## src/rtl/prio_pkg.sv

```systemverilog
package prio_pkg;
  localparam int unsigned DEF_LINES    = 8;
  localparam int unsigned DEF_CASCADE  = 2;

  typedef enum logic [1:0] {
    SRC_REQ  = 2'd0,
    SRC_CUR  = 2'd1,
    SRC_SVC  = 2'd2
  } search_src_e;

  localparam int unsigned NUM_SEARCH = 3;
endpackage

```

## src/rtl/prio_rotator.sv

```systemverilog
module prio_rotator #(
  parameter int unsigned LINES = 8,
  localparam int unsigned IDX_W = $clog2(LINES)
) (
  input  logic [LINES-1:0] vec,
  input  logic [IDX_W-1:0] ofs,
  output logic [LINES-1:0] rot
);
  localparam logic [IDX_W:0] N_EXT = (IDX_W+1)'(LINES);

  always_comb begin
    for (int p = 0; p < LINES; p++) begin
      logic [IDX_W:0] s;
      s = (IDX_W+1)'(p) + {1'b0, ofs};
      if (s >= N_EXT) s = s - N_EXT;
      rot[p] = vec[s[IDX_W-1:0]];
    end
  end
endmodule

```

## src/rtl/prio_encoder.sv

```systemverilog
module prio_encoder #(
  parameter int unsigned LINES = 8,
  localparam int unsigned LVL_W = $clog2(LINES+1)
) (
  input  logic [LINES-1:0] vec,
  output logic [LVL_W-1:0] lvl
);
  localparam logic [LVL_W-1:0] NONE_LVL = LVL_W'(LINES);

  always_comb begin
    lvl = NONE_LVL;
    for (int i = LINES-1; i >= 0; i--) begin
      if (vec[i]) lvl = LVL_W'(i);
    end
  end
endmodule

```

## src/rtl/prio_resolver.sv

```systemverilog
module prio_resolver
  import prio_pkg::*;
#(
  parameter int unsigned LINES        = DEF_LINES,
  parameter int unsigned CASCADE_LINE = DEF_CASCADE,
  parameter bit          IS_PRIMARY   = 1'b1,
  parameter bit          REG_OUT      = 1'b1,
  localparam int unsigned IDX_W = $clog2(LINES),
  localparam int unsigned LVL_W = $clog2(LINES+1)
) (
  input  logic             clk,
  input  logic             rst_n,
  input  logic [LINES-1:0] req,
  input  logic [LINES-1:0] mask,
  input  logic [LINES-1:0] insvc,
  input  logic [IDX_W-1:0] rot_ofs,
  input  logic             nest_mode,
  input  logic             smask_mode,
  output logic             irq_valid,
  output logic [IDX_W-1:0] irq_line,
  output logic             svc_valid,
  output logic [IDX_W-1:0] svc_line
);
  localparam logic [IDX_W:0]   N_EXT    = (IDX_W+1)'(LINES);
  localparam logic [LVL_W-1:0] NONE_LVL = LVL_W'(LINES);

  logic [LINES-1:0] cand;
  logic [LINES-1:0] isv_eff;
  logic [LINES-1:0] src [NUM_SEARCH];
  logic [LINES-1:0] rot [NUM_SEARCH];
  logic [LVL_W-1:0] lvl [NUM_SEARCH];

  assign cand = req & ~mask;

  always_comb begin
    isv_eff = insvc;
    if (IS_PRIMARY && nest_mode) isv_eff[CASCADE_LINE] = 1'b0;
    if (smask_mode) isv_eff = isv_eff & ~mask;
  end

  assign src[SRC_REQ] = cand;
  assign src[SRC_CUR] = isv_eff;
  assign src[SRC_SVC] = insvc;

  for (genvar g = 0; g < NUM_SEARCH; g++) begin : g_search
    prio_rotator #(.LINES(LINES)) u_rot (
      .vec (src[g]),
      .ofs (rot_ofs),
      .rot (rot[g])
    );
    prio_encoder #(.LINES(LINES)) u_enc (
      .vec (rot[g]),
      .lvl (lvl[g])
    );
  end

  function automatic logic [IDX_W-1:0] lvl_to_line(input logic [LVL_W-1:0] l,
                                                   input logic [IDX_W-1:0] o);
    logic [IDX_W:0] s;
    s = {1'b0, l[IDX_W-1:0]} + {1'b0, o};
    if (s >= N_EXT) s = s - N_EXT;
    return s[IDX_W-1:0];
  endfunction

  logic             win_c;
  logic [IDX_W-1:0] win_line_c;
  logic             svc_c;
  logic [IDX_W-1:0] svc_line_c;

  assign win_c      = lvl[SRC_REQ] < lvl[SRC_CUR];
  assign win_line_c = lvl_to_line(lvl[SRC_REQ], rot_ofs);
  assign svc_c      = lvl[SRC_SVC] != NONE_LVL;
  assign svc_line_c = lvl_to_line(lvl[SRC_SVC], rot_ofs);

  if (REG_OUT) begin : g_reg
    always_ff @(posedge clk or negedge rst_n) begin
      if (!rst_n) begin
        irq_valid <= 1'b0;
        irq_line  <= '0;
        svc_valid <= 1'b0;
        svc_line  <= '0;
      end else begin
        irq_valid <= win_c;
        irq_line  <= win_line_c;
        svc_valid <= svc_c;
        svc_line  <= svc_line_c;
      end
    end
  end else begin : g_comb
    assign irq_valid = win_c;
    assign irq_line  = win_line_c;
    assign svc_valid = svc_c;
    assign svc_line  = svc_line_c;
  end
endmodule

```

## config.mk

```make
export PLATFORM = sky130hd
export DESIGN_NAME = prio_resolver
export DESIGN_NICKNAME = d
export VERILOG_FILES = /design/src/rtl/prio_pkg.sv /design/src/rtl/prio_rotator.sv /design/src/rtl/prio_encoder.sv /design/src/rtl/prio_resolver.sv
export SDC_FILE = /design/constraint.sdc
export NUM_CORES = 1
export LEC_CHECK = 0
export ABC_AREA = 1
export BUFFER_PORTS_ARGS = -buffer_cell sky130_fd_sc_hd__buf_2
export CAP_MARGIN = 40
export CORE_MARGIN = 3
export CORE_UTILIZATION = 46
export CTS_CLUSTER_SIZE = 40
export DETAILED_ROUTE_END_ITERATION = 10
export PLACE_DENSITY = 0.81
export SLEW_MARGIN = 20
export SYNTH_ARGS = -nofsm -noshare
export SYNTH_HDL_FRONTEND = slang
export SYNTH_SLANG_ARGS = --single-unit
export TNS_END_PERCENT = 5
```

## constraint.sdc

```tcl
create_clock -name clk -period 0.8 [get_ports clk]
set_input_delay 0.16 -clock clk [delete_from_list [all_inputs] [get_ports clk]]
set_output_delay 0.16 -clock clk [all_outputs]
set_load 0.01 [all_outputs]
```

# ---- Yosys cells after proc, flatten, opt, wreduce, memory -nomap -nowiden
# Cells that the tools add are included.
dict set report classes {
  add_sub_neg 19
  n_lt_le_gt_ge 19
  eq_ne 1
  muxes 84
  bitwise_logic 3
}
# cell n
set op_table {}
lappend op_table {{4-bit 2-to-1 mux} 24}
lappend op_table {{1-bit binary-select mux with 3-bit select} 24}
lappend op_table {{4-bit >= comparator, second input constant} 9}
lappend op_table {{3-bit by 4-bit < comparator with 1-bit output, second input constant} 8}
lappend op_table {{3-bit 2-to-1 mux} 10}
lappend op_table {{3-bit by 1-bit subtractor with 3-bit output, second input constant} 10}
lappend op_table {{1-bit 2-to-1 mux} 25}
lappend op_table {{3-bit by 3-bit adder with 4-bit output, first input constant} 4}
lappend op_table {{8-bit bitwise AND} 2}
lappend op_table {{2-bit by 3-bit adder with 4-bit output, first input constant} 2}
lappend op_table {{3-bit by 3-bit adder with 4-bit output} 2}
lappend op_table {{8-bit 2-to-1 mux} 1}
lappend op_table {{8-bit NOT} 1}
lappend op_table {{1-bit by 3-bit adder with 4-bit output, first input constant} 1}
lappend op_table {{3-bit by 4-bit >= comparator with 1-bit output, second input constant} 1}
lappend op_table {{4-bit < comparator} 1}
lappend op_table {{4-bit inequality test, second input constant} 1}
dict set report totals {
  register_bits 8
  output_inout_bits 8
  elab_cells 130
}

# ---- Logic depth before layout (Yosys ltp)
dict set report depth {
  depth_word 16
  depth_mapped 22
}

# ---- Hierarchy
# A second synthesis with hierarchy kept.
dict set report hier_totals {
  hier_cells 382
  area_unflattened_um2 2067.0
}
# mod n_inst cells_each area_each_um2 seq_area_each_um2
set modules_own_cells {}
lappend modules_own_cells {prio_rotator 3 82 399.1 0.0}
lappend modules_own_cells {prio_resolver 1 73 565.5 200.2}
lappend modules_own_cells {prio_encoder 3 21 101.3 0.0}

# ---- Least setup slack after synthesis
# No wires, ideal clock.
dict set report synth_path {
  kind {input to register}
  startpoint {input port rot_ofs[1]}
  endpoint {register svc_line[2]}
  t_arrival_ns 2.687
  required_time_ns 0.674
  slack_ns -2.013
  cell_stages 17
  n_path_buf 3
  path_cell_list {buf_2 inv_1 buf_2 ha_1 inv_1 clkbuf_1 o21ai_0 o21ai_0 nor2_1 nor2_1 o21ai_0 nand2_1 a21boi_0 ha_1 fa_1 xnor2_1 xor2_1}
}
dict set report synth_between {
  elab_chain_cells 16
  elab_cells_between_ends 59
  classes_between {add/sub: 17; order compare: 9; mux: 33}
}
# item line
set synth_lines {}
lappend synth_lines {{start: declaration} prio_resolver.sv:16} ;# input logic [IDX_W-1:0] rot_ofs,
lappend synth_lines {{3-bit by 3-bit adder with 4-bit output} prio_rotator.sv:14} ;# s = (IDX_W+1)'(p) + {1'b0, ofs};
lappend synth_lines {{4-bit >= comparator / 3-bit by 1-bit subtractor with 3-bit output (equally long branches)} prio_rotator.sv:15} ;# if (s >= N_EXT) s = s - N_EXT;
lappend synth_lines {{3-bit 2-to-1 mux} prio_rotator.sv:15}
lappend synth_lines {{1-bit binary-select mux with 3-bit select} prio_rotator.sv:16} ;# rot[p] = vec[s[IDX_W-1:0]];
lappend synth_lines {{1-bit 2-to-1 mux (not written as such)} prio_rotator.sv:16}
lappend synth_lines {{4-bit 2-to-1 mux (8 in a row)} prio_encoder.sv:13} ;# if (vec[i]) lvl = LVL_W'(i);
lappend synth_lines {{3-bit by 3-bit adder with 4-bit output (*)} prio_resolver.sv:60} ;# s = {1'b0, l[IDX_W-1:0]} + {1'b0, o};
lappend synth_lines {{4-bit >= comparator / 3-bit by 1-bit subtractor with 3-bit output (equally long branches)} prio_resolver.sv:61} ;# if (s >= N_EXT) s = s - N_EXT;
lappend synth_lines {{3-bit 2-to-1 mux (*)} prio_resolver.sv:61}
lappend synth_lines {{via svc_line_c[2]} prio_resolver.sv:68} ;# logic [IDX_W-1:0] svc_line_c;
lappend synth_lines {{end signal: assignment} prio_resolver.sv:86} ;# svc_line <= svc_line_c;
lappend synth_lines {{end: declaration} prio_resolver.sv:22} ;# output logic [IDX_W-1:0] svc_line
# Mark *: on every way through the listed nets, which the timed path passes. The rest lies on a longest branch. The select of a mux whose other input is x is not followed.

# ---- Final worst setup path
dict set report layout_path {
  startpoint {input port rot_ofs[0]}
  endpoint {register svc_line[2]}
}
# The elaborated chain is that of the path after synthesis.

==> out/results.ini <==
[status]
status = finished with violations
violations = negative setup slack

[yosys]
synthMuxAreaShare_pct = 1.203
yosys.area_share.simple_pct = 47.59
synth.net_count = 342
synth-adder-area-share_pct = 7.669
netlist_area_um2 = 1664
synth_top_family_by_area = simple AND/OR/NAND/NOR gates
yosysSeqAreaShare_pct = 12.03
synth-seq-cells = 8
yosys_warnings = 0
yosys.area_share.xor_xnor_pct = 4.586
synth.avg_cell_area_um2 = 5.510
synth_compound_area_share_pct = 13.98
synth.distinct_cells = 30
synthCells = 302

[worst_setup_path]
arrival_ns = 2.42
critPathLaunchType = input pin
worstSetupPathType = in -> reg
path_max_fanout = 7
cp.required_ns = 0.92
end_kind = flip-flop

[sta]
finalCritPeriodShare_pct = 287.5
slew-limit-headroom_pct = 76.80
rsz0062_at_grt = yes
hold_viol_final = 0
max_slew.worst_pin.slew_ns = 0.3443
min_period_ns = 2.300
fmax_mhz = 434.8
setup_ws_ns = -1.500
finalSetupViolCount = 16
report.final.slew_viol_count = 0

[cts]
clk_pin_slew_ns = 0.05
clockRootBuffer = clkbuf_4
cts_max_level = 1
numCtsBuffers = 3
clockBufferDepth = 2
cts_tree = yes
clock-sinks = 8

[layout]
multiInputGateArea_um2 = 1548
mostFrequentLayoutCell = nand2_1
final_util_pct = 82.89
layout_common_cells = nand2_1 (87), buf_4 (61), nand3_1 (45), buf_2 (36), inv_1 (26)
area_delta_synth_final_pct = 70.15
drive_above_1_share_pct = 46.42
nFillCells = 203
antennaDiodeCount = 0
layout.nets = 447
register_area_um2 = 200.2

[floorplanning]
dieArea_um2 = 4375
core-area_um2 = 3416
rows = 21
fp.dieW_um = 66.15
start_util_pct = 48.72
die_h_um = 66.15
io_pins = 39

[route]
viasPerCell = 5.756
wl_mm = 7.082
vias = 2596
drc = 0
routedWlPerCell_um = 15.70
ant_nets = 0
drtPass1Iterations = 5
drtIter0Drc = 200

[power_and_ir_drop]
power_frac_comb_pct = 76.2
p_int_w = 0.001939
power.total_w = 0.003549
clockPowerShare_pct = 8.4
p_sw_share_pct = 45.36
vdd_drop_max_mv = 0.6186
power.density_nw_per_um2 = 1253
p_sw_w = 0.001610
p_leak_nw = 1.504
seq_power_share_pct = 15.4

[global_route]
grt_use_total_pct = 31.21
grt_pass1_vias = 2509
antenna_found_initial = 0
overflow = 0
grt_max_degree = 17
grt_pass1_wl_mm = 10.78

[place]
dpl.hpwl_mm = 4.131
io_buffers = 38
gp_congestion = 0.9470

[run]
maxCapViolCount = 0

[hold_path]
hold_path_class = in -> async

==> worst paths after layout <==
path / start / to / slack [ns]
max in group asynchronous: rst_n / svc_line[0] / 0.36
min in group clk: rot_ofs[0] / irq_line[0] / 0.29
hold / removal: rst_n / irq_line[1] / 0.27
setup / recovery: rot_ofs[0] / svc_line[2] / -1.50
==> synth_stat cells <==
cell type,instances,area [um2]
a21boi_0,1,7.510
a21o_1,1,7.510
a21oi_1,5,25.02
a31o_2,1,8.760
a31oi_1,6,37.54
and2_1,1,6.260
buf_2,4,20.02
buf_4,6,45.04
buf_6,1,11.26
clkbuf_1,2,7.510
dfrtp_1,8,200.2
fa_1,2,40.04
ha_1,7,87.58
inv_1,32,120.1
inv_2,3,11.26
mux2i_1,2,20.02
nand2_1,102,382.9
nand3_1,63,315.3
nand4_1,1,6.260
nor2_1,14,52.55
nor2_2,2,12.51
nor3_1,2,10.01
o211ai_1,1,7.510
o21ai_0,24,120.1
o21ai_1,2,10.01
o21ai_2,1,8.760
or2_2,1,6.260
xnor2_1,3,26.28
xnor2_2,2,32.53
xor2_1,2,17.52
==> metrics by stage <==
step,instances,setup WS [ns],TNS (ns),cell area [um2],hold WS [ns]
floorplan,302,-1.646,-10.64,1733,-0.1356
global placement,431,-1.652,-11.28,2297,0.003525
finish,451,-1.500,-10.21,2831,0.2737
detailed placement,431,-1.716,-11.60,2297,0.004018
CTS,450,-1.286,-9.186,2699,0.2674
global route,451,-1.553,-11.14,2831,0.2725
==> sequential cells by signal, summed over array words and instances, names as in the netlist <==
| name | flops |
|---|---|
| irq_line | 3 |
| svc_line | 3 |
| irq_valid | 1 |
| svc_valid | 1 |
==> per-layer routing <==
layer	track usage [%]	share of wire, %	up-vias
met2	54.89	49	179
met5	0	0	-
met4	17.26	5.1	0
li1	-	-	1198
met3	2.721	7.5	36
met1	36.80	38	1183
==> final cells by class <==
cell class / instances / area share (%)
Multi-Input combinational cell: 246 / 54.66
Tap cell: 46 / 2.033
Sequential cell: 8 / 7.070
Inverter: 35 / 5.259
Timing Repair Buffer: 113 / 30.18
Clock buffer: 3 / 0.7954
==> critical path: stages <==
cell,delay [ns]
buf_12,0.10
buf_8,0.13
mux2i_1,0.29
nand2_1,0.13
o21ai_2,0.10
nand2_1,0.09
o21ai_2,0.07
nor2_1,0.06
nor2_1,0.15
o21ai_1,0.11
nand2_1,0.08
a21boi_1,0.07
ha_2,0.19
fa_2,0.40
xnor2_2,0.14
xor2_1,0.14
==> timing repair <==
action / 4_1_cts / 5_1_grt
gates resized for setup: 66 / 36
endpoints found under the hold margin: 8 / 0
pin swaps: 20 / 19
setup endpoints to repair: 16 / 16
hold buffers: 1 / 0
setup buffers: 14 / 2
cloned: 1 / 0
==> power by group through the flow <==
stage | clock network, W | logic [W] | registers (W)
6_report | 0.000297 | 0.00271 | 0.000547
5_1_grt | 0.000329 | 0.00293 | 0.000562
4_1_cts | 0.000300 | 0.00236 | 0.000546
3_5_place_dp | 0 | 0.00202 | 0.000552
3_3_place_gp | 0 | 0.00197 | 0.000554
2_1_floorplan | 0 | 0.00115 | 0.000631
==> cells by family after synthesis <==
logic type / after synthesis
compound gates: 42
simple gates: 186
xor+xnor: 7
buf+inv: 48
mux: 2
flops: 8
fa+ha+maj: 9
No activity file was read; power rests on OpenSTA's default activity.
